`src/rtl/t1ai_pkg.sv`:
```
package t1ai_pkg;

  // Position classes derived from the framer's counters.
  typedef struct packed {
    logic fdl_slot;     // extended-mode data-link slot (odd frame framing bit)
    logic last_fr_slot; // 12-frame mode framing bit of the last frame
    logic dl_yel_slot;  // channel-24 yellow flag bit position
  } slot_t;

  // Alarm request summary fed into the overlay mux.
  typedef struct packed {
    logic ais;          // all-ones active (already inverted to active high)
    logic ais_framed;
    logic loop;         // any loop code active
    logic keep_f;       // keep framing bits under overriding alarms
    logic esf_yel;
    logic d4_yel;
    logic dl_yel;       // channel-24 yellow active (already inverted)
  } alarm_req_t;

endpackage

```
`src/rtl/t1ai_slot_decode.sv`:
```
module t1ai_slot_decode
  import t1ai_pkg::*;
#(
  parameter int FRM_W       = 5,
  parameter int CH_W        = 5,
  parameter int BIT_W       = 3,
  parameter int D4_LAST_FRM = 12,
  parameter int DL_CHAN     = 23,
  parameter int DL_BIT      = 5
) (
  input  logic             esf_mode,
  input  logic             fbit_pos,
  input  logic [FRM_W-1:0] frame_num,
  input  logic [CH_W-1:0]  chan_num,
  input  logic [BIT_W-1:0] bit_idx,
  output slot_t            slot
);

  localparam logic [FRM_W-1:0] LAST_FRM = D4_LAST_FRM[FRM_W-1:0];
  localparam logic [CH_W-1:0]  YEL_CH   = DL_CHAN[CH_W-1:0];
  localparam logic [BIT_W-1:0] YEL_BIT  = DL_BIT[BIT_W-1:0];

  always_comb begin
    slot.fdl_slot     = esf_mode && fbit_pos && frame_num[0];
    slot.last_fr_slot = !esf_mode && fbit_pos && (frame_num == LAST_FRM);
    slot.dl_yel_slot  = !fbit_pos && (chan_num == YEL_CH) && (bit_idx == YEL_BIT);
  end

endmodule

```
`src/rtl/t1ai_yel_pattern.sv`:
```
module t1ai_yel_pattern #(
  parameter int HALF_LEN = 8
) (
  input  logic clk,
  input  logic rst_n,
  input  logic enable,
  input  logic step,
  output logic pat_bit
);

  localparam int                CNT_W = $clog2(2 * HALF_LEN);
  localparam logic [CNT_W-1:0]  LAST  = CNT_W'(2 * HALF_LEN - 1);
  localparam logic [CNT_W-1:0]  HALF  = CNT_W'(HALF_LEN);

  logic [CNT_W-1:0] cnt_q;
  logic [CNT_W-1:0] cnt_nxt;

  always_comb begin
    cnt_nxt = cnt_q;
    if (!enable) begin
      cnt_nxt = '0;
    end else if (step) begin
      cnt_nxt = (cnt_q == LAST) ? '0 : cnt_q + CNT_W'(1);
    end
  end

  always_ff @(posedge clk or negedge rst_n) begin
    if (!rst_n) begin
      cnt_q <= '0;
    end else begin
      cnt_q <= cnt_nxt;
    end
  end

  generate
    if ((HALF_LEN & (HALF_LEN - 1)) == 0) begin : g_pow2
      assign pat_bit = ~cnt_q[CNT_W-1];
    end else begin : g_cmp
      assign pat_bit = (cnt_q < HALF);
    end
  endgenerate

  // While disabled the word is parked at its first (one) bit.
  assert_pat_restart_R3: assert property (@(posedge clk) disable iff (!rst_n)
    !enable |=> pat_bit);

endmodule

```
`src/rtl/t1ai_overlay_mux.sv`:
```
module t1ai_overlay_mux
  import t1ai_pkg::*;
(
  input  logic       fbit_pos,
  input  logic       bit_in,
  input  logic       loop_bit,
  input  logic       pat_bit,
  input  slot_t      slot,
  input  alarm_req_t req,
  output logic       out_bit
);

  logic f_norm;
  logic p_norm;

  always_comb begin
    // Framing slot with only the yellow overlays applied.
    if (slot.fdl_slot && req.esf_yel) begin
      f_norm = pat_bit;
    end else if (slot.last_fr_slot && req.d4_yel) begin
      f_norm = 1'b1;
    end else begin
      f_norm = bit_in;
    end

    // Payload with only the channel-24 yellow flag applied.
    p_norm = (slot.dl_yel_slot && req.dl_yel) ? 1'b0 : bit_in;

    if (!fbit_pos) begin
      if (req.ais)        out_bit = 1'b1;
      else if (req.loop)  out_bit = loop_bit;
      else                out_bit = p_norm;
    end else begin
      if ((req.ais || req.loop) && req.keep_f) out_bit = bit_in;
      else if (req.ais)   out_bit = req.ais_framed ? f_norm : 1'b1;
      else if (req.loop)  out_bit = loop_bit;
      else                out_bit = f_norm;
    end
  end

endmodule

```
`src/rtl/t1_alarm_inserter.sv`:
```
module t1_alarm_inserter
  import t1ai_pkg::*;
#(
  parameter int FRM_W       = 5,
  parameter int CH_W        = 5,
  parameter int BIT_W       = 3,
  parameter int D4_LAST_FRM = 12,
  parameter int DL_CHAN     = 23,
  parameter int DL_BIT      = 5,
  parameter int YEL_HALF    = 8
) (
  input  logic             clk,
  input  logic             rst_n,
  input  logic             bit_valid,
  input  logic             esf_mode,
  input  logic             fbit_pos,
  input  logic [FRM_W-1:0] frame_num,
  input  logic [CH_W-1:0]  chan_num,
  input  logic [BIT_W-1:0] bit_idx,
  input  logic             bit_in,
  input  logic             esf_yel_en,
  input  logic             d4_yel_en,
  input  logic             ais_n,
  input  logic             ais_framed,
  input  logic             sbit_keep,
  input  logic             loop_up,
  input  logic             loop_dn,
  input  logic             loop_bit,
  input  logic             dl_mode_en,
  input  logic             dl_yel_n,
  output logic             line_bit,
  output logic             line_valid
);

  localparam logic [FRM_W-1:0] LAST_FRM = D4_LAST_FRM[FRM_W-1:0];
  localparam logic [CH_W-1:0]  YEL_CH   = DL_CHAN[CH_W-1:0];
  localparam logic [BIT_W-1:0] YEL_BIT  = DL_BIT[BIT_W-1:0];

  slot_t      slot;
  alarm_req_t req;
  logic       pat_bit;
  logic       mux_bit;
  logic       bit_q, bit_nxt;
  logic       vld_q, vld_nxt;

  always_comb begin
    req.ais        = !ais_n;
    req.ais_framed = ais_framed;
    req.loop       = loop_up || loop_dn;
    req.keep_f     = sbit_keep;
    req.esf_yel    = esf_yel_en;
    req.d4_yel     = d4_yel_en;
    req.dl_yel     = dl_mode_en && !dl_yel_n;
  end

  t1ai_slot_decode #(
    .FRM_W(FRM_W), .CH_W(CH_W), .BIT_W(BIT_W),
    .D4_LAST_FRM(D4_LAST_FRM), .DL_CHAN(DL_CHAN), .DL_BIT(DL_BIT)
  ) u_decode (
    .esf_mode  (esf_mode),
    .fbit_pos  (fbit_pos),
    .frame_num (frame_num),
    .chan_num  (chan_num),
    .bit_idx   (bit_idx),
    .slot      (slot)
  );

  t1ai_yel_pattern #(.HALF_LEN(YEL_HALF)) u_pattern (
    .clk     (clk),
    .rst_n   (rst_n),
    .enable  (esf_yel_en),
    .step    (bit_valid && slot.fdl_slot),
    .pat_bit (pat_bit)
  );

  t1ai_overlay_mux u_mux (
    .fbit_pos (fbit_pos),
    .bit_in   (bit_in),
    .loop_bit (loop_bit),
    .pat_bit  (pat_bit),
    .slot     (slot),
    .req      (req),
    .out_bit  (mux_bit)
  );

  // Output stage: explicit clock enable on the line bit.
  always_comb begin
    bit_nxt = bit_valid ? mux_bit : bit_q;
    vld_nxt = bit_valid;
  end

  always_ff @(posedge clk or negedge rst_n) begin
    if (!rst_n) begin
      bit_q <= 1'b0;
      vld_q <= 1'b0;
    end else begin
      bit_q <= bit_nxt;
      vld_q <= vld_nxt;
    end
  end

  assign line_bit   = bit_q;
  assign line_valid = vld_q;

  assert_idle_hold_R2: assert property (@(posedge clk) disable iff (!rst_n)
    !bit_valid |=> (!line_valid && $stable(line_bit)));

  assert_valid_next_R2: assert property (@(posedge clk) disable iff (!rst_n)
    bit_valid |=> line_valid);

  assert_last_frame_yel_R4: assert property (@(posedge clk) disable iff (!rst_n)
    (bit_valid && !esf_mode && fbit_pos && frame_num == LAST_FRM && d4_yel_en
     && ais_n && !loop_up && !loop_dn) |=> line_bit);

  assert_ais_unframed_R5: assert property (@(posedge clk) disable iff (!rst_n)
    (bit_valid && !ais_n && !ais_framed && !sbit_keep) |=> line_bit);

  assert_loop_payload_R7: assert property (@(posedge clk) disable iff (!rst_n)
    (bit_valid && ais_n && (loop_up || loop_dn) && !fbit_pos)
    |=> (line_bit == $past(loop_bit)));

  assert_ch24_yel_R9: assert property (@(posedge clk) disable iff (!rst_n)
    (bit_valid && ais_n && !loop_up && !loop_dn && dl_mode_en && !dl_yel_n
     && !fbit_pos && chan_num == YEL_CH && bit_idx == YEL_BIT) |=> !line_bit);

endmodule

```
`config.mk`:
```
export PLATFORM = sky130hd
export DESIGN_NAME = t1_alarm_inserter
export DESIGN_NICKNAME = d
export VERILOG_FILES = /design/src/rtl/t1ai_pkg.sv /design/src/rtl/t1ai_slot_decode.sv /design/src/rtl/t1ai_yel_pattern.sv /design/src/rtl/t1ai_overlay_mux.sv /design/src/rtl/t1_alarm_inserter.sv
export SDC_FILE = /design/constraint.sdc
export NUM_CORES = 1
export LEC_CHECK = 0
export ABC_AREA = 1
export BUFFER_PORTS_ARGS = -buffer_cell sky130_fd_sc_hd__buf_2
export CELL_PAD_IN_SITES_DETAIL_PLACEMENT = 1
export CELL_PAD_IN_SITES_GLOBAL_PLACEMENT = 2
export CORE_ASPECT_RATIO = 1.75
export CORE_UTILIZATION = 21
export CTS_BUF_LIST = sky130_fd_sc_hd__clkbuf_8
export DETAILED_ROUTE_END_ITERATION = 10
export PLACE_DENSITY = 0.83
export SLEW_MARGIN = 10
export SYNTH_ARGS = -nofsm -noshare
export SYNTH_HDL_FRONTEND = slang
export SYNTH_SLANG_ARGS = --single-unit
export TNS_END_PERCENT = 20
```
`constraint.sdc`:
```
create_clock -name clk -period 1.8 [get_ports clk]
set_clock_uncertainty 0.05 [all_clocks]
set_input_delay 0.18 -clock clk [delete_from_list [all_inputs] [get_ports clk]]
set_output_delay 0.18 -clock clk [all_outputs]
set_load 0.02 [all_outputs]
```
# Yosys cells after proc, flatten, opt, wreduce, memory -nomap -nowiden
# Index checks and enable logic that the tools add are counted.
# totals
input_bits,29
wordCells,41
ff_bits,6
out_inout_bits,2
# op_classes
mux,13
n_eq_ne,5
n_reduce_logical,18
bitwise_logic,1
add_sub_neg,1
# ops
cell,n
logical AND 1 bit,12
2-to-1 mux 4 bit,3
2-to-1 mux 1 bit,10
"== test 5 x 4 -> 1 bit, second input constant",1
"== test 5 bit, second input constant",1
"adder 4 x 1 -> 4 bit, second input constant",1
"== test 4 bit, second input constant",1
logical NOT 1 bit,4
"== test 3 bit, second input constant",1
logical OR 1 bit,2
"inequality test 2 x 1 -> 1 bit, second input constant",1
NOT 1 bit,1

# Logic depth before layout (Yosys ltp)
# Gate-level depths: netlist of run 1.
# logic_depth
ltp_word,10
ltp_mapped,11
mapped_depth_nobuf,11

# By module
# Synthesis of run 1 repeated with hierarchy kept, for this count alone.
# hier_totals
cells_unflattened,85
hier_area_um2,498.0
# modules_own_cells
module,area_per_inst_um2,n_inst,cells_per_inst,seq_area_each_um2
t1ai_yel_pattern,214.0,1,29,100.1
t1ai_overlay_mux,117.6,1,27,0.0
t1_alarm_inserter,90.1,1,12,50.0
t1ai_slot_decode,76.3,1,17,0.0

# Least setup slack after synthesis of run 1
# Ideal clock, no wire load.
# synth_timing
kind,register to register
startpoint,reg u_pattern.cnt_q[0]
endpoint,reg u_pattern.cnt_q[0]
stages_incl_launch_ff,5
slack_ps,611
arrival_time_ps,1066
setup_ps,73
n_path_buf,0
period_less_slack_ps,1189
t_required_ps,1677
cell_sequence,dfrtp_1 -> ha_1 -> a311oi_2 -> nor2_1 -> a21oi_2
# synth_between
elab_chain_len,4
word_cells_on_any_way,5
cone_classes,1 x add/sub; 1 x eq/ne; 3 x mux
# synth_lines
element,line,rtl
from (decl),t1ai_yel_pattern.sv:15,logic [CNT_W-1:0] cnt_q;
from (signal assigned),t1ai_yel_pattern.sv:31,cnt_q <= cnt_nxt;
adder 4 x 1 -> 4 bit or == test 4 bit (tied branches),t1ai_yel_pattern.sv:23,cnt_nxt = (cnt_q == LAST) ? '0 : cnt_q + CNT_W'(1);
2-to-1 mux 4 bit *,t1ai_yel_pattern.sv:23,
2-to-1 mux 4 bit *,t1ai_yel_pattern.sv:22,end else if (step) begin
2-to-1 mux 4 bit *,t1ai_yel_pattern.sv:20,if (!enable) begin
# Every way passes the cells marked *; elsewhere a longest branch is shown, timed or not. The select of a mux whose other input is x is not followed.
# A chain may end at the register's enable or synchronous reset.

# Worst setup path after layout of run 1
# Same ends and word-level chain as after synthesis.

==> results by group, run 1 <==
Run status
  – Outcome: finished, final reports clean

Critical path
  – Crit path largest cell delay: ~400 ps
  – Data required time of the worst path: 1900 ps
  – WP data arrival: 1380 ps
  – Type of the worst setup path: flip-flop to flip-flop
  – Slowest stage cell on the critical path: dfrtp_1
  – Crit path max-delay family: compound AO/OA/AOI/OAI gates
  – Worst-path cell chain: ha_1, a311oi_2, nor2_1, a21oi_2
  – Critical path launch point type: flip-flop
  – Crit end category: flip-flop
  – R2R setup slack: 520 ps
  – Crit path buffers/inverters: 0
  – CP max FO: 4

Routing
  – Iteration-0 DRC count of the detailed router: 4
  – Antenna Nets Post-Route: 0
  – Post-Route WL: 1355 um
  – WL per Instance: roughly 10 um
  – DRC viols: 0
  – First-pass DRT Iterations: 3
  – Vias/cell: 4.544
  – DR vias: 618

GRT
  – Initial antenna violation count: 0
  – Global Route Usage Sum: 0.1212
  – Global route overflow: 0
  – First-pass GRT wire length: 2152 um
  – Largest net degree at the start of global routing: 7
  – Vias in the first global route: roughly 610

Cells and area
  – Ant diodes: 0
  – Non-filler instance count after layout: roughly 140
  – Final #Nets: around 140
  – Share of cells above drive strength 1: 0.3571
  – # fillers: a little under 300
  – Synth-to-Final Area Change: 47.56%

Pwr
  – Logic pwr share: 0.226
  – Sw Pwr: 0.1292 mW
  – Power Density: between 600 and 700 mW/mm^2
  – Total power draw: 0.4765 mW
  – Internal Power: 0.3473 mW
  – Clock group share of total power: 0.420
  – Flop pwr share: 0.354
  – Switching Fraction: 0.2711
  – Peak supply drop: ~0.00035 V
  – Leakage: 0.4026 nW

Synthesis
  – #FFs+latches synth: 6
  – Syn nets: 108
  – Post-synthesis adder-cell area fraction: 0.02571
  – FFs w/ async S/R, synth: 1.000
  – Synth area leader: dfrtp_1
  – Xor-xnor portion of the synthesized cell area: 0.01799
  – Top cells by area, synth: dfrtp_1 31%, nand2_1 18%, inv_1 12%, nor2_1 6.9%, nand3_1 4.1%
  – Mapped Avg Cell Area: 6.240 sq um
  – Yosys warnings: 0
  – Largest family of logic cells by synthesized area: simple AND/OR/NAND/NOR gates
  – Synth top cells by count: 23 x nand2_1, 15 x inv_1, 9 x nor2_1
  – Unique masters post-synth: 19
  – Post-synth EDFFs: 0
  – Seq/Total Area, Yosys: 0.3085
  – Top FF cell, synth: dfrtp_1
  – Post-synthesis mux area share: 0
  – Top-count cell post-synth: nand2_1
  – Post-Syn Area: 486.7 sq um
  – Compound-Gate Fraction of Synth Area: 0.1260
  – Simple-gate share of the synthesized area: 0.3907
  – Area share of the largest cell type after synthesis: 0.3085
  – Mapped Cells: 78

Timing
  – Peak Freq: 782.7 MHz
  – Max transition margin: 0.8353
  – Setup-failing EPs final: 0
  – Fin. Hold Viols: 0
  – Post-route clock period utilization: 0.7098
  – RSZ-0062 raised after global routing: false
  – Max Slew Vio Count: 0
  – Total Neg Setup Slack: 0 ps
  – Post-layout minimum cycle time: 1278 ps
  – Final worst setup slack: ~520 ps
  – Slew @ Worst Pin: 247.1 ps

Clock tree
  – CTS buffer count: 3
  – # hold bufs at CTS: 1
  – Worst-path clk slew: 30 ps
  – H-tree levels: 1
  – Post-CTS Setup Bufs: 0
  – Clk Tree Root Cell: clkbuf_8
  – Worst skew pair latency: 220 ps
  – Clk sinks: 6
  – Resized cells post-CTS: 0
  – Clock tree buffer depth: 2
  – CTS tree: built

Die
  – I/O Pins: 31
  – Initial core utilization: 0.2267
  – Core ar.: ~0.0021 sq mm
  – Row count: 22
  – Die Ht: roughly 66 um
  – Die area: 0.002522 sq mm
  – Die W: 38.39 um

Place
  – Gp weighted congestion: about 0.65
  – Dpl cells: 132
  – Dpl ws: 513.9 ps
  – Hpwl dp: 1199 um
  – Buffers on Ports: 30

Run
  – MaxCap Viol Count: 0

Worst hold path
  – HP Class: input pin to flip-flop
==> metal layers <==
layer  vias to the layer above  part of all wire  wire, um  GRT usage
li1                        309                 -         -          -
met1                       278              0.32       429    0.09916
met2                        28              0.55       752     0.2394
met3                         3              0.10       141    0.01689
met4                         0             0.022        30    0.07759
met5                         -                 0         0          0
==> final timing paths <==
path                                     from                  to  cells after the start
max                        u_pattern.cnt_q[0]  u_pattern.cnt_q[0]                      4
min                                 bit_valid          line_valid                      1
max reg2reg                u_pattern.cnt_q[0]  u_pattern.cnt_q[0]                      4
min reg2reg                u_pattern.cnt_q[0]  u_pattern.cnt_q[0]                      1
max in group asynchronous               rst_n            line_bit                      2
min in group asynchronous               rst_n  u_pattern.cnt_q[1]                      2
==> flip-flops by register name, summed over array words and instances, names as in the netlist <==
register,flops
line_bit,1
u_pattern.cnt_q,4
line_valid,1
==> layout by cell type (no fill, tap or decap), drive strengths merged <==
cell type,n
a21oi,4
a311oi,1
buf,30
clkbuf,3
dfrtp,6
dlygate4sd3,1
ha,1
inv,17
nand2,23
nand3,5
nand4,1
nor2,11
nor3,3
o21a,1
o21ai,3
or2,1
xor2,1
==> metrics by stage <==
| step | area [sq um] | utilization | hold slack [ps] |
|---|---|---|---|
| after global routing | 718.2 | 0.3345 | 54.68 |
| after floorplan | 486.7 | - | -165.6 |
| after detailed placement | 666.9 | 0.3106 | -36.21 |
| after CTS | 718.2 | 0.3345 | 51.31 |
| after global placement | 666.9 | 0.3106 | -35.55 |
| final | 718.2 | 0.3345 | 50.73 |
==> power by group through the flow <==
stage	Clock [mW]	Sequential, mW	Combinational (mW)
floorplan	0	0.172	0.0530
global placement	0	0.170	0.106
detailed placement	0	0.170	0.109
CTS	0.209	0.168	0.112
global route	0.217	0.170	0.127
finish	0.200	0.168	0.108
==> cell type report <==
type	instances	area [sq um]	share of cell area
Clock buffer	3	41.29	0.05749
Inverter	17	63.81	0.08885
Multi-Input combinational cell	55	272.8	0.3798
Sequential cell	6	150.1	0.2091
Tap cell	24	30.03	0.04181
Timing Repair Buffer	31	160.2	0.2230
==> worst register-to-register path: cells and delay by family, from the launching register on <==
kind / cells / cell delay, ps
AOI/OAI and AO/OA: 2 / 410
DFF: 1 / 410
adders and majority gates: 1 / 250
and+or+nand+nor: 1 / 80
==> cells by family after synthesis <==
| logic type | after synthesis |
|---|---|
| and+or+nand+nor | 44 |
| buffers and inverters | 17 |
| AOI/OAI and AO/OA | 9 |
| DFF | 6 |
| xor gates and xnor gates | 1 |
| adders and majority gates | 1 |
Power figures use the tool's default switching activity.
==> run 2, diff against run 1 <==
--- a/config.mk
+++ b/config.mk
@@ -5,15 +5,14 @@
 export SDC_FILE = /design/constraint.sdc
 export NUM_CORES = 1
 export LEC_CHECK = 0
-export ABC_AREA = 1
+export ABC_AREA = 0
 export BUFFER_PORTS_ARGS = -buffer_cell sky130_fd_sc_hd__buf_2
 export CELL_PAD_IN_SITES_DETAIL_PLACEMENT = 1
 export CELL_PAD_IN_SITES_GLOBAL_PLACEMENT = 2
-export CORE_ASPECT_RATIO = 1.75
 export CORE_UTILIZATION = 21
 export CTS_BUF_LIST = sky130_fd_sc_hd__clkbuf_8
 export DETAILED_ROUTE_END_ITERATION = 10
-export PLACE_DENSITY = 0.83
+export PLACE_DENSITY = 0.79
 export SLEW_MARGIN = 10
 export SYNTH_ARGS = -nofsm -noshare
 export SYNTH_HDL_FRONTEND = slang
==> constraint.sdc (replaced) <==
create_clock -name clk -period 1.2 [get_ports clk]
set_clock_uncertainty 0.05 [all_clocks]
set_input_delay 0.12 -clock clk [delete_from_list [all_inputs] [get_ports clk]]
set_output_delay 0.12 -clock clk [all_outputs]
set_load 0.02 [all_outputs]
==> run 2 against run 1 <==
Effect of this change: total power up 43%; register-to-register slack worse by 500 ps; final cell count shrank 9.6%; clock power increased by 54%; non-clock buffer count is 13 higher; worst hold slack improved by 53 ps; combinational power up 43%; critical endpoint unchanged.
==> results by group, run 2 <==
Cells and area
  – Register area: 150.1 sq um (unchanged)
  – Synth-to-Final Area Change: 78.00%
  – Final #Nets: 128 (-11%)
  – # fillers: 261 (-11%)
  – Share of cells above drive strength 1: 0.5417 (+0.1845)
  – Max FFs per register: 4 (unchanged)
  – Most frequent cells in the layout: 30 x buf_2, 13 x buf_4, 6 x dfrtp_1
  – Commonest non-fill, non-tap cell in the layout: buf_2
  – Multi-input gate area: 296.5 sq um (+8.7%)
  – Non-filler instance count after layout: 123 (-9.6%)
  – Final Util: 0.3973 (+0.06282)
  – Biggest register: u_pattern.cnt_q
  – Ant diodes: 0 (unchanged)

Routing
  – WL per Instance: 11.48 um (+15%)
  – Antenna Nets Post-Route: 0 (unchanged)
  – Post-Route WL: 1412 um (+4.2%)
  – Vias/cell: 4.837 (+6.5%)
  – DR vias: 595 (-3.7%)
  – Iteration-0 DRC count of the detailed router: 3 (-1)
  – DRC viols: 0 (unchanged)
  – First-pass DRT Iterations: 4 (+1)

Pwr
  – Internal Power: 0.5168 mW (+49%)
  – Switching Fraction: 0.2402 (-0.03086)
  – Sw Pwr: 0.1634 mW (+27%)
  – Flop pwr share: 0.319 (-0.035)
  – Leakage: 0.3564 nW (-11%)
  – Peak supply drop: 0.0003611 V (+3.8%)
  – Power Density: 872.6 mW/mm^2 (+32%)
  – Clock group share of total power: 0.454 (+0.034)
  – Logic pwr share: 0.227 (about the same)

Critical path
  – Slowest stage cell on the critical path: dfrtp_1
  – R2R setup slack: 20 ps (-500 ps)
  – Crit end category: flip-flop
  – Type of the worst setup path: flip-flop to flip-flop
  – Critical path launch point type: flip-flop
  – Worst-path cell chain: ha_2, a311oi_2, a21oi_1, nor2b_1
  – R2R cell count: 4 (unchanged)
  – Reg2reg start: u_pattern.cnt_q[1]
  – WP data arrival: 1280 ps (-100 ps)
  – Crit path buffers/inverters: 0 (unchanged)
  – Data required time of the worst path: 1300 ps (-600 ps)
  – CP max FO: 4 (unchanged)
  – Reg-to-Reg End: u_pattern.cnt_q[0]
  – Crit path max-delay family: flip-flops
  – Crit path largest cell delay: 400 ps (about the same)

Timing
  – Post-route clock period utilization: 0.9820 (+0.2722)
  – RSZ-0062 raised after global routing: true
  – Setup-failing EPs final: 0 (unchanged)
  – Final worst setup slack: 21.65 ps (-500.7 ps)
  – Final hold slack: 103.9 ps (+53.14 ps)
  – Total Neg Setup Slack: 0 ps (unchanged)
  – Max Slew Vio Count: 0 (unchanged)
  – Fin. Hold Viols: 0 (unchanged)
  – Post-layout minimum cycle time: 1178 ps (-99.30 ps)
  – Max transition margin: 0.8409 (+0.005585)
  – Slew @ Worst Pin: 238.0 ps (-9.114 ps)
  – Peak Freq: 848.6 MHz (+8.4%)

Synthesis
  – Synth area leader: dfrtp_1
  – Post-synthesis mux area share: 0.02286 (+0.02286)
  – Post-Syn Area: 437.9 sq um (-10%)
  – Yosys warnings: 0 (unchanged)
  – Synth top cells by count: 6 x dfrtp_1, 5 x nand2_1, 4 x a21oi_1
  – Post-synth EDFFs: 0 (unchanged)
  – Top-count cell post-synth: dfrtp_1
  – Compound-Gate Fraction of Synth Area: 0.2286 (+0.1026)
  – Simple-gate share of the synthesized area: 0.3571 (-0.03360)
  – Syn nets: 79 (-27%)
  – Post-synthesis adder-cell area fraction: 0.02857 (+0.002864)
  – FFs w/ async S/R, synth: 1.000 (unchanged)
  – Mapped Avg Cell Area: 8.937 sq um (+43%)
  – Xor-xnor portion of the synthesized cell area: 0.02000 (+0.002005)
  – Top cells by area, synth: dfrtp_1 34%, nand4b_1 6.0%, a21oi_1 4.6%, nand2_1 4.3%, o21ai_0 3.4%
  – Seq/Total Area, Yosys: 0.3429 (+0.03437)
  – Unique masters post-synth: 29 (+10)
  – Top FF cell, synth: dfrtp_1
  – Area share of the largest cell type after synthesis: 0.3429 (+0.03437)
  – #FFs+latches synth: 6 (unchanged)
  – Largest family of logic cells by synthesized area: simple AND/OR/NAND/NOR gates
  – Mapped Cells: 49 (-37%)

Worst hold path
  – HP Class: input pin to flip-flop
  – Hold path cells: 2 (+1)
  – Hold Path End: line_valid
  – Hold Crit Start: bit_valid

Run status
  – Outcome: finished, final reports clean

Clock tree
  – H-tree levels: 1 (unchanged)
  – Clk Tree Root Cell: clkbuf_8
  – CTS tree: built
  – Worst-path clk slew: 40 ps (about the same)
  – Post-CTS Setup Bufs: 0 (unchanged)
  – Clk sinks: 6 (unchanged)
  – Clock tree buffer depth: 2 (unchanged)
  – CTS buffer count: 3 (unchanged)
  – Worst skew pair latency: 230 ps (about the same)

Die
  – Core ar.: 0.001962 sq mm (-8.6%)
  – Die Ht: 47.67 um (-27%)
  – Die area: 0.002272 sq mm (-9.9%)
  – Initial core utilization: 0.2232 (-0.003476)
  – I/O Pins: 31 (unchanged)
  – Die W: 47.67 um (+24%)
  – Row count: 16 (-27%)

Place
  – Gp weighted congestion: 0.7581 (+16%)
  – Dpl ws: -177.8 ps (-691.6 ps)
  – Dpl cells: 119 (-9.8%)
  – Hpwl dp: 1223 um (+2.0%)
  – Buffers on Ports: 30 (unchanged)

GRT
  – Global Route Usage Sum: 0.1377 (+0.01647)
  – First-pass GRT wire length: 2014 um (-6.4%)
  – Largest net degree at the start of global routing: 7 (unchanged)
  – Vias in the first global route: 515 (-16%)
  – Initial antenna violation count: 0 (unchanged)
  – Global route overflow: 0 (unchanged)

Run
  – MaxCap Viol Count: 0 (unchanged)
==> run 2: cell count changes after synthesis, sizes merged, moves of 2 or more <==
cell    delta
nand2     -18
inv       -17
nor2      -10
nand3      -4
nand4b     +3
a21boi     +2
a31oi      +2
nor2b      +2
nor3       -2
or4b       +2
==> run 2: how the worst max path moves through the flow <==
stage	from	to	slack [ps]	cells past startpoint
floorplan	loop_bit	line_bit	6	3
global placement	loop_bit	line_bit	-150	4
detailed placement	esf_mode	line_bit	-180	5
CTS	u_pattern.cnt_q[1]	u_pattern.cnt_q[0]	20	4
global route	u_pattern.cnt_q[1]	u_pattern.cnt_q[0]	-20	4
finish	u_pattern.cnt_q[1]	u_pattern.cnt_q[0]	20	4
==> run 2: cell families (layout without fill, tap and decap cells) <==
| family | count (synthesis) | count (layout) |
|---|---|---|
| AO/OA/AOI/OAI | 16 | 16 |
| multiplexers | 1 | 1 |
| AND/OR/NAND/NOR | 24 | 24 |
| buffers and inverters | 0 | 47 |
| adder cells (fa/ha/maj) | 1 | 1 |
| XOR/XNOR | 1 | 1 |
| flip-flops | 6 | 6 |
==> run 2: per-layer routing <==
| layer | GRT usage | wire, um | up-vias |
|---|---|---|---|
| li1 | - | - | 292 |
| met1 | 0.1490 | 566 | 274 |
| met2 | 0.2247 | 720 | 25 |
| met3 | 0.02264 | 69 | 4 |
| met4 | 0.1333 | 56 | 0 |
| met5 | 0 | 0 | - |
==> run 2: repair_timing <==
action,CTS,global route
endpoints found under the setup margin,1,3
gates resized for setup,1,2
gates cloned,0,0
endpoints found under the hold margin,6,0
hold buffers,1,0
==> run 2: area by class of cell <==
cell class / count / share of cell area
Multi-Input combinational cell: 43 / 0.3804
Timing Repair Buffer: 44 / 0.3307
Sequential cell: 6 / 0.1926
Clock buffer: 3 / 0.05297
Tap cell: 27 / 0.04334
==> run 2: worst register-to-register path, cell delays in order (launching register included) <==
cell and delay [ps]:
dfrtp_1 400, ha_2 210, a311oi_2 260, a21oi_1 70
nor2b_1 110
==> run 2: power by group through the flow <==
| stage | Clock [mW] | Combinational (mW) | Sequential [mW] |
|---|---|---|---|
| after floorplan | 0 | 0.0366 | 0.228 |
| after global placement | 0 | 0.149 | 0.219 |
| after detailed placement | 0 | 0.153 | 0.219 |
| after CTS | 0.319 | 0.156 | 0.217 |
| after global routing | 0.328 | 0.171 | 0.218 |
| final | 0.309 | 0.154 | 0.217 |
==> run 2: stage by stage <==
stage	total power [mW]	area [sq um]
final	0.6802	779.5
after global routing	0.7165	779.5
after CTS	0.6918	773.2
after detailed placement	0.3725	719.4
after global placement	0.3680	719.4
after floorplan	0.2645	437.9
==> run 3, diff against run 2 <==
--- a/config.mk
+++ b/config.mk
@@ -9,10 +9,10 @@
 export BUFFER_PORTS_ARGS = -buffer_cell sky130_fd_sc_hd__buf_2
 export CELL_PAD_IN_SITES_DETAIL_PLACEMENT = 1
 export CELL_PAD_IN_SITES_GLOBAL_PLACEMENT = 2
-export CORE_UTILIZATION = 21
+export CORE_UTILIZATION = 23
 export CTS_BUF_LIST = sky130_fd_sc_hd__clkbuf_8
 export DETAILED_ROUTE_END_ITERATION = 10
-export PLACE_DENSITY = 0.79
+export PLACE_DENSITY = 0.85
 export SLEW_MARGIN = 10
 export SYNTH_ARGS = -nofsm -noshare
 export SYNTH_HDL_FRONTEND = slang
==> constraint.sdc (replaced) <==
create_clock -name clk -period 1.5 [get_ports clk]
set_clock_uncertainty 0.05 [all_clocks]
set_input_delay 0.15 -clock clk [delete_from_list [all_inputs] [get_ports clk]]
set_output_delay 0.15 -clock clk [all_outputs]
set_load 0.02 [all_outputs]
==> run 3 against run 2 <==
Effect of this change: die area fell by 8.3%; sequential power is 20% lower; critical path type unchanged; clock power is 22% lower; worst hold slack better by 33 ps; flip-flop and latch count did not move.
==> results by group, run 3 (synthesized netlist as in run 2, its figures left out) <==
Run status
  – Outcome: finished, final reports clean

Clock tree
  – Clk sinks: 6 (unchanged)
  – Clk Tree Root Cell: clkbuf_8
  – Worst-path clk slew: 40 ps (about the same)
  – Worst skew pair latency: 220 ps (about the same)
  – H-tree levels: 1 (unchanged)
  – CTS tree: built
  – Clock tree buffer depth: 2 (unchanged)
  – CTS buffer count: 3 (unchanged)
  – Post-CTS Setup Bufs: 0 (unchanged)

GRT
  – First-pass GRT wire length: 2035 um (+1.0%)
  – Vias in the first global route: 474 (-8.0%)
  – Initial antenna violation count: 0 (unchanged)
  – Global Route Usage Sum: 0.1316 (-0.006021)
  – Global route overflow: 0 (unchanged)
  – Largest net degree at the start of global routing: 8 (+1)

Die
  – Row count: 15 (-1)
  – Core ar.: 0.001764 sq mm (-10%)
  – Die Ht: 45.64 um (-4.3%)
  – Die W: 45.64 um (-4.3%)
  – Die area: 0.002083 sq mm (-8.3%)
  – I/O Pins: 31 (unchanged)
  – Initial core utilization: 0.2482 (+0.02501)

Routing
  – WL per Instance: 11.19 um (-2.5%)
  – DR vias: 531 (-11%)
  – Antenna Nets Post-Route: 0 (unchanged)
  – Iteration-0 DRC count of the detailed router: 2 (-1)
  – Post-Route WL: 1220 um (-14%)
  – DRC viols: 0 (unchanged)
  – Vias/cell: 4.872 (+0.71%)
  – First-pass DRT Iterations: 2 (-2)

Critical path
  – WP data arrival: 1340 ps (+60 ps)
  – Reg2reg start: u_pattern.cnt_q[0]
  – Type of the worst setup path: flip-flop to flip-flop
  – Critical path launch point type: flip-flop
  – R2R setup slack: 260 ps (+240 ps)
  – Data required time of the worst path: 1590 ps (+290 ps)
  – Slowest stage cell on the critical path: dfrtp_1
  – CP max FO: 5 (+1)
  – Reg-to-Reg End: u_pattern.cnt_q[0]
  – R2R cell count: 4 (unchanged)
  – Crit end category: flip-flop
  – Crit path largest cell delay: 420 ps (+20 ps)
  – Worst-path cell chain: ha_1, a311oi_1, a21oi_1, nor2b_1

Place
  – Gp weighted congestion: 0.7147 (-5.7%)
  – Dpl cells: 105 (-12%)
  – Buffers on Ports: 30 (unchanged)
  – Hpwl dp: 1078 um (-12%)
  – Dpl ws: 88.92 ps (+266.7 ps)
  – Cell Area, Placed: 626.9 sq um (-13%)

Cells and area
  – Max FFs per register: 4 (unchanged)
  – Design Area, Final: 678.2 sq um (-13%)
  – Biggest register: u_pattern.cnt_q
  – Most frequent cells in the layout: 30 x buf_2, 6 x dfrtp_1, 5 x nand2_1
  – Multi-input gate area: 287.8 sq um (-3.0%)
  – Ant diodes: 0 (unchanged)
  – Synth-to-Final Area Change: 54.86%
  – Commonest non-fill, non-tap cell in the layout: buf_2
  – Share of cells above drive strength 1: 0.4524 (-0.08929)
  – Register area: 150.1 sq um (unchanged)
  – Non-filler instance count after layout: 109 (-11%)
  – Final #Nets: 116 (-9.4%)
  – # fillers: 240 (-8.0%)
  – Final Util: 0.3844 (-0.01292)

Timing
  – Max transition margin: 0.8578 (+0.01694)
  – Post-route clock period utilization: 0.8287 (-0.1532)
  – Total Neg Setup Slack: 0 ps (unchanged)
  – Peak Freq: 804.5 MHz (-5.2%)
  – Setup-failing EPs final: 0 (unchanged)
  – Fin. Hold Viols: 0 (unchanged)
  – Post-layout minimum cycle time: 1243 ps (+64.72 ps)
  – Max Slew Vio Count: 0 (unchanged)
  – RSZ-0062 raised after global routing: false
  – Slew @ Worst Pin: 211.8 ps (-26.11 ps)
  – Final worst setup slack: 256.9 ps (+235.3 ps)

Worst hold path
  – Hold Path End: line_valid
  – Hold path cells: 2 (unchanged)
  – Hold Crit Start: bit_valid
  – HP Class: input pin to flip-flop

Pwr
  – Peak supply drop: 0.0002845 V (-21%)
  – Leakage: 0.2982 nW (-16%)
  – Power Density: 760.9 mW/mm^2 (-13%)

Run
  – MaxCap Viol Count: 0 (unchanged)
==> run 3: cell count changes in the layout (fill, tap and decap cells not counted), sizes merged <==
cell	previous run	this run
buf	43	31
==> run 3: timing repair <==
action / 4_1_cts / 5_1_grt
endpoints found under the hold margin: 6 / 0
resized for setup: 0 / 0
hold buffers: 1 / 0
==> run 3: worst max path at each step <==
stage	startpoint	endpoint	slack [ps]
after floorplan	loop_bit	line_bit	280
after detailed placement	esf_mode	line_bit	90
after global routing	u_pattern.cnt_q[0]	u_pattern.cnt_q[0]	80
after CTS	u_pattern.cnt_q[0]	u_pattern.cnt_q[0]	250
after global placement	esf_mode	line_bit	100
final	u_pattern.cnt_q[0]	u_pattern.cnt_q[0]	260
==> run 3: layout make-up <==
type                            count  area share
Tap cell                           25     0.04613
Timing Repair Buffer               32      0.2472
Multi-Input combinational cell     43      0.4244
Clock buffer                        3     0.06089
Sequential cell                     6      0.2214
==> run 3: critical path, delay by kind of cell, from the launching register on <==
family          cells  cell delay (ps)
flops               1              420
fa+ha+maj           1              250
compound gates      2              340
simple gates        1              110
==> run 3: where the power goes <==
group | internal [mW] | leakage [nW] | total, mW | switching (mW)
Clock | 0.173 | 0.0216 | 0.242 | 0.0698
Combinational | 0.0527 | 0.198 | 0.0996 | 0.0468
Sequential | 0.169 | 0.0783 | 0.174 | 0.00487
==> run 3: through the flow <==
stage | hold slack, ps | total power, mW
after global placement | -69.69 | 0.2736
after floorplan | -195.6 | 0.2116
final | 137.1 | 0.5160
after CTS | 140.8 | 0.5249
after global routing | 149.5 | 0.5448
after detailed placement | -66.15 | 0.2755
==> run 3: per-layer routing <==
metal | vias up | wire length [um] | GRT usage | part of all wire
li1 | 268 | - | - | -
met1 | 242 | 571 | 0.1781 | 0.47
met2 | 21 | 578 | 0.2200 | 0.47
met3 | 0 | 70 | 0.01190 | 0.057
met4 | 0 | 0 | 0.03636 | 0
met5 | - | 0 | 0 | 0
